===== config.mk =====
export PLATFORM = sky130hd
export DESIGN_NAME = dtscd_sync_detect
export DESIGN_NICKNAME = d
export VERILOG_FILES = /design/src/rtl/dtsd_pkg.sv /design/src/rtl/dtsd_match16.sv /design/src/rtl/dtsd_match14.sv /design/src/rtl/dtsd_hold_timer.sv /design/src/rtl/dtscd_sync_detect.sv
export SDC_FILE = /design/constraint.sdc
export NUM_CORES = 1
export LEC_CHECK = 0
export ABC_CLOCK_PERIOD_IN_PS = 1600
export BUFFER_PORTS_ARGS = -buffer_cell sky130_fd_sc_hd__buf_2
export CAP_MARGIN = 25
export CORE_AREA = 2 2 58 49
export DETAILED_ROUTE_END_ITERATION = 8
export DIE_AREA = 0 0 60 51
export PLACE_DENSITY_LB_ADDON = 0.05
export SLEW_MARGIN = 15
export SYNTH_ARGS = -nofsm -noshare
export SYNTH_HDL_FRONTEND = slang
export SYNTH_SLANG_ARGS = --single-unit

===== constraint.sdc =====
create_clock -name clk -period 1.6 [get_ports clk]
set_clock_uncertainty 0.05 [all_clocks]
set_input_delay 0.08 -clock clk [delete_from_list [all_inputs] [get_ports clk]]
set_output_delay 0.08 -clock clk [all_outputs]
set_load 0.02 [all_outputs]

===== src/rtl/dtsd_pkg.sv =====
package dtsd_pkg;
  localparam int unsigned WORD_W = 16;

  // 16-bit packed form: two words
  localparam logic [WORD_W-1:0] P16_HEAD = 16'h7FFE;
  localparam logic [WORD_W-1:0] P16_TAIL = 16'h8001;

  // 14-bit packed form: three words, last compared on upper bits only
  localparam logic [WORD_W-1:0] P14_W0   = 16'h1FFF;
  localparam logic [WORD_W-1:0] P14_W1   = 16'hE800;
  localparam logic [WORD_W-1:0] P14_W2   = 16'h07F0;
  localparam logic [WORD_W-1:0] P14_MASK = 16'hFFF0;

  typedef enum logic [1:0] {
    ST_IDLE = 2'd0,
    ST_GOT0 = 2'd1,
    ST_GOT1 = 2'd2
  } p14_state_t;
endpackage


===== src/rtl/dtsd_match16.sv =====
module dtsd_match16
  import dtsd_pkg::*;
(
  input  logic              clk,
  input  logic              rst_n,
  input  logic [WORD_W-1:0] word_i,
  input  logic              vld_i,
  input  logic              en_i,
  output logic              match_o
);
  logic head_q, head_d;

  always_comb begin
    head_d = head_q;
    if (vld_i) head_d = (word_i == P16_HEAD);
    match_o = en_i && vld_i && head_q && (word_i == P16_TAIL);
  end

  always_ff @(posedge clk or negedge rst_n) begin
    if (!rst_n) head_q <= 1'b0;
    else        head_q <= head_d;
  end

  // a completed pair implies the head word was seen on a valid cycle
  assert_head_seen_R6: assert property (@(posedge clk) disable iff (!rst_n)
    head_q |-> $past(vld_i) || $past(head_q));
endmodule


===== src/rtl/dtsd_match14.sv =====
module dtsd_match14
  import dtsd_pkg::*;
(
  input  logic              clk,
  input  logic              rst_n,
  input  logic [WORD_W-1:0] word_i,
  input  logic              vld_i,
  input  logic              en_i,
  output logic              match_o
);
  p14_state_t st_q, st_d;

  always_comb begin
    st_d    = st_q;
    match_o = 1'b0;
    if (vld_i) begin
      if (word_i == P14_W0)                       st_d = ST_GOT0;
      else if (st_q == ST_GOT0 && word_i == P14_W1) st_d = ST_GOT1;
      else                                        st_d = ST_IDLE;
      match_o = en_i && (st_q == ST_GOT1) &&
                ((word_i & P14_MASK) == P14_W2);
    end
  end

  always_ff @(posedge clk or negedge rst_n) begin
    if (!rst_n) st_q <= ST_IDLE;
    else        st_q <= st_d;
  end

  assert_state_legal_R3: assert property (@(posedge clk) disable iff (!rst_n)
    st_q != 2'd3);

  assert_hold_on_idle_R6: assert property (@(posedge clk) disable iff (!rst_n)
    !vld_i |=> $stable(st_q));
endmodule


===== src/rtl/dtsd_hold_timer.sv =====
module dtsd_hold_timer #(
  parameter int unsigned TIMEOUT_FRAMES = 4096
) (
  input  logic clk,
  input  logic rst_n,
  input  logic hit_i,
  input  logic frame_stb_i,
  output logic flag_o
);
  localparam int unsigned CNT_W = (TIMEOUT_FRAMES > 2) ? $clog2(TIMEOUT_FRAMES) : 1;
  localparam logic [CNT_W-1:0] LAST = CNT_W'(TIMEOUT_FRAMES - 1);

  logic             flag_q, flag_d;
  logic [CNT_W-1:0] cnt_q, cnt_d;
  logic             cnt_en;

  always_comb begin
    flag_d = flag_q;
    cnt_d  = cnt_q;
    cnt_en = 1'b0;
    if (hit_i) begin
      flag_d = 1'b1;
      cnt_d  = '0;
      cnt_en = 1'b1;
    end else if (flag_q && frame_stb_i) begin
      cnt_en = 1'b1;
      if (cnt_q == LAST) begin
        flag_d = 1'b0;
        cnt_d  = '0;
      end else begin
        cnt_d = cnt_q + 1'b1;
      end
    end
  end

  always_ff @(posedge clk or negedge rst_n) begin
    if (!rst_n) begin
      flag_q <= 1'b0;
      cnt_q  <= '0;
    end else if (cnt_en) begin
      flag_q <= flag_d;
      cnt_q  <= cnt_d;
    end
  end

  assign flag_o = flag_q;

  assert_count_bound_R7: assert property (@(posedge clk) disable iff (!rst_n)
    cnt_q <= LAST);

  assert_fall_on_frame_R7: assert property (@(posedge clk) disable iff (!rst_n)
    $fell(flag_q) |-> $past(frame_stb_i) && !$past(hit_i));

  assert_idle_count_zero_R10: assert property (@(posedge clk) disable iff (!rst_n)
    !flag_q |-> cnt_q == '0);
endmodule


===== src/rtl/dtscd_sync_detect.sv =====
module dtscd_sync_detect
  import dtsd_pkg::*;
#(
  parameter int unsigned TIMEOUT_FRAMES = 4096
) (
  input  logic              clk,
  input  logic              rst_n,
  input  logic [WORD_W-1:0] word_i,
  input  logic              word_vld_i,
  input  logic              frame_stb_i,
  input  logic              en16_i,
  input  logic              en14_i,
  output logic              sync_flag_o,
  output logic              sync_pulse_o
);
  logic hit16, hit14, hit_any;
  logic pulse_q;

  dtsd_match16 i_m16 (
    .clk(clk), .rst_n(rst_n), .word_i(word_i), .vld_i(word_vld_i),
    .en_i(en16_i), .match_o(hit16)
  );

  dtsd_match14 i_m14 (
    .clk(clk), .rst_n(rst_n), .word_i(word_i), .vld_i(word_vld_i),
    .en_i(en14_i), .match_o(hit14)
  );

  assign hit_any = hit16 | hit14;

  dtsd_hold_timer #(.TIMEOUT_FRAMES(TIMEOUT_FRAMES)) i_tmr (
    .clk(clk), .rst_n(rst_n), .hit_i(hit_any), .frame_stb_i(frame_stb_i),
    .flag_o(sync_flag_o)
  );

  always_ff @(posedge clk or negedge rst_n) begin
    if (!rst_n) pulse_q <= 1'b0;
    else        pulse_q <= hit_any;
  end

  assign sync_pulse_o = pulse_q;

  assert_pulse_sets_flag_R2: assert property (@(posedge clk) disable iff (!rst_n)
    sync_pulse_o |-> sync_flag_o);

  assert_rise_has_pulse_R10: assert property (@(posedge clk) disable iff (!rst_n)
    $rose(sync_flag_o) |-> sync_pulse_o);

  assert_pulse_needs_enable_R4: assert property (@(posedge clk) disable iff (!rst_n)
    sync_pulse_o |-> $past(en16_i || en14_i) && $past(word_vld_i));
endmodule


==> out/summary.log <==
qor: status.outcome complete, no violations
qor: power.cellPowerDensity 565 mW/mm^2
qor: cts.cts.sink_count 17
qor: placed_design.place.detailed.instances 173
qor: floorplan.fp.dieH 51 um
qor: cts.clockBufferDepth 2
qor: worst_setup_path.cp_data_arrival_time 1700 ps
qor: global_routing.grt_start_max_net_pins 18
qor: floorplan.fp-row-count 17
qor: final_layout.num-nets-final 169
qor: min_path.hold_path_class input port to flip-flop
qor: cts.cts_root_buf sky130_fd_sc_hd__clkbuf_4
qor: worst_setup_path.crit_path_end_kind flip-flop
qor: job.maxCapViolCount 0
qor: worst_setup_path.crit_start_category flip-flop
qor: global_routing.first_global_vias 914
qor: timing.fin_crit_sh 97.5%
qor: route.initialDrtViolationCount 34
qor: yosys.count_of_warnings_emitted_by_yosys 0
qor: worst_setup_path.slowest_delay 540 ps
qor: cts.worst_setup_hold_path_clk_slew 100 ps
qor: timing.setup_viol 0
qor: yosys.synth.avg_cell_area 9.16 um^2
qor: yosys.synth_largest_area_cell sky130_fd_sc_hd__dfrtp_1
qor: worst_setup_path.cp_slowest_cell sky130_fd_sc_hd__or4_4
qor: floorplan.initial_core_util 37.4%
qor: yosys.synthCells 105
qor: worst_setup_path.setup.worst_path.class flip-flop to flip-flop
qor: cts.htreeDepth 1
qor: cts.clock_latency_on_the_worst_skew_pair 300 ps
qor: yosys.ys_top_cells_by_area sky130_fd_sc_hd__dfrtp_1 (44%), sky130_fd_sc_hd__nand3_1 (5.2%), sky130_fd_sc_hd__nand4_1 (5.2%)
qor: timing.hold_slack 15.6 ps
qor: timing.fmax 0.641 GHz
qor: route.drt_wl_total 2.48 mm
qor: floorplan.die_width 60 um
qor: floorplan.core-area 0.00257 mm^2
qor: floorplan.floorplan.io_pins 24
qor: final_layout.antenna_cells_inserted 0
qor: yosys.post_synth_arst_share 100%
qor: global_routing.grt_antenna_before_repair 0
qor: timing.maxSlewViolCount 0
qor: yosys.synth.ff_latch_count 17
qor: final_layout.top_library_cells_by_usage_in_the_layout_fill_and_taps_aside sky130_fd_sc_hd__buf_2 (23), sky130_fd_sc_hd__dfrtp_1 (17), sky130_fd_sc_hd__nor2_1 (11), sky130_fd_sc_hd__nand3_1 (10), sky130_fd_sc_hd__buf_4 (10)
qor: power.leakagePower 0.577 nW
qor: placed_design.port-buffer-count 23
qor: yosys.netlist_area_pre_place 962 um^2
qor: worst_setup_path.worst-path-max-fanout 5
qor: final_layout.drive_gt1_share 31.0%
qor: yosys.synthFlopType sky130_fd_sc_hd__dfrtp_1
qor: global_routing.global_route.usage.total 18.3%
qor: yosys.synth_top_cell_area_share 44.2%
qor: power.worst_ir_drop_vdd 293 uV
qor: timing.final.min_clock_period 1560 ps
qor: floorplan.floorplan.die_area 0.00306 mm^2
qor: final_layout.final_cell_count_no_fill 183
qor: yosys.number_of_synthesized_flops_with_an_enable_pin 0
qor: cts.tritoncts_buffer_count 3
qor: global_routing.first_pass_grt_wire_length 4.15 mm
qor: route.wire_per_inst 13.6 um
qor: timing.finalHoldViolations 0
qor: placed_design.gp_routability_congestion 0.838
qor: timing.transition_time_of_the_tightest_slew_check_pin 379 ps
qor: route.via_per_inst 5.21
qor: worst_setup_path.cp_cell_sequence ha_4, nand4_4, or4_4, o21ai_2, nand2b_1
qor: route.route.vias.total 953
qor: final_layout.area_growth 33.8%
qor: global_routing.remaining_global_route_overflow 0
qor: route.antenna_left 0
qor: yosys.ys_types 31
qor: worst_setup_path.critPathRequiredTime 1740 ps
qor: route.detail_route.drc_violations 0
qor: final_layout.layout.cells.most_common sky130_fd_sc_hd__buf_2
qor: timing.relative_max_transition_margin 74.7%
qor: yosys.mappedNetlistNets 128
qor: placed_design.post-dp-hpwl 1.79 mm
qor: timing.unrepaired_setup_endpoints_after_global_routing true
qor: cts.cts_tree built
qor: route.firstDrtPassIters 4
qor: yosys.synth.yosys.seq_area_share 44.2%
## cell families (layout without fill, tap and decap cells)
logic type | after synthesis | count (layout) | synth area share [%]
buffers and inverters | 6 | 46 | 2.73
DFF | 17 | 17 | 44.2
AOI/OAI and AO/OA | 18 | 18 | 12.5
xor gates and xnor gates | 5 | 5 | 4.55
and+or+nand+nor | 58 | 58 | 34.7
adders and majority gates | 1 | 1 | 1.30
## per-stage QoR
step,worst slack (ps),TNS (ps),cell area [um^2],power [W],utilization [%]
floorplan,49.7,0,962,0.000446,-
global placement,83.1,0,1180,0.000489,45.7
detailed placement,-2.53,-2.53,1180,0.000490,45.7
CTS,-4.06,-4.06,1270,0.000741,49.4
global route,-29.8,-29.8,1290,0.000770,50.0
finish,39.3,0,1290,0.000727,50.0
## per-layer routing
| layer | track usage (%) | vias up | part of all wire, % |
|---|---|---|---|
| met3 | 4.56 | 2 | 2.8 |
| met1 | 25.1 | 464 | 51 |
| met2 | 27.7 | 12 | 45 |
| met5 | 0 | - | 0 |
| met4 | 6.67 | 0 | 1.0 |
| li1 | - | 475 | - |
## layout make-up
class | instances | area (um^2)
repair buffers | 37 | 230
clock buffers | 4 | 26.3
multi-input cells | 82 | 539
fillers | 260 | 1290
flip-flops and latches | 17 | 425
inverters | 5 | 18.8
well taps | 38 | 47.5
## critical path, delay by kind of cell, from the launching register on
family	cells	cell delay, ps
simple gates	3	670
flops	1	410
fa+ha+maj	1	160
compound gates	1	160
## power breakdown
group	switching, W	internal (W)	total [W]
Sequential	0.0000000629	0.000429	0.000429
Clock	0.000143	0.0000972	0.000240
Combinational	0.0000292	0.0000280	0.0000572
## registers in the layout (all words and copies together), names as in the netlist
name / cells
i_m16.head_q: 1
sync_pulse_o: 1
i_tmr.flag_o: 1
i_tmr.cnt_q: 12
i_m14.st_q: 2
## path summary, 6_finish.rpt
path	from	to	slack, ps	cells past startpoint
min in group asynchronous	rst_n	i_m16.head_q	160	2
hold reg to reg	i_tmr.cnt_q[11]	i_tmr.cnt_q[11]	470	1
hold / removal	word_i[11]	i_m14.st_q[0]	20	3
setup / recovery	i_tmr.cnt_q[0]	i_tmr.flag_o	40	5
setup reg to reg	i_tmr.cnt_q[0]	i_tmr.flag_o	40	5
max in group asynchronous	rst_n	i_tmr.flag_o	1060	2
## synth_stat cells (2+ instances only)
cell,count
sky130_fd_sc_hd__dfrtp_1,17
sky130_fd_sc_hd__nor2_1,11
sky130_fd_sc_hd__nand3_1,10
sky130_fd_sc_hd__nand2_1,9
sky130_fd_sc_hd__nand4_1,8
sky130_fd_sc_hd__a21oi_1,6
sky130_fd_sc_hd__inv_1,5
sky130_fd_sc_hd__and4_1,3
sky130_fd_sc_hd__nor3_1,3
sky130_fd_sc_hd__xor2_1,3
sky130_fd_sc_hd__a311oi_1,2
sky130_fd_sc_hd__a31oi_1,2
sky130_fd_sc_hd__and3_1,2
sky130_fd_sc_hd__nand2b_1,2
sky130_fd_sc_hd__nand4_2,2
sky130_fd_sc_hd__o21ai_0,2
sky130_fd_sc_hd__o22ai_1,2
sky130_fd_sc_hd__or3_1,2
sky130_fd_sc_hd__xnor2_1,2
## timing repair
| item | in CTS | in global routing |
|---|---|---|
| hold endpoints to repair | 20 | 0 |
| buffers inserted | 1 | 1 |
| hold buffers | 4 | 0 |
| gates cloned | 0 | 0 |
| gates resized for setup | 3 | 2 |
| endpoints found under the setup margin | 3 | 5 |
| pin swaps | 2 | 4 |
Note: power is estimated with default switching activity, not from simulation.
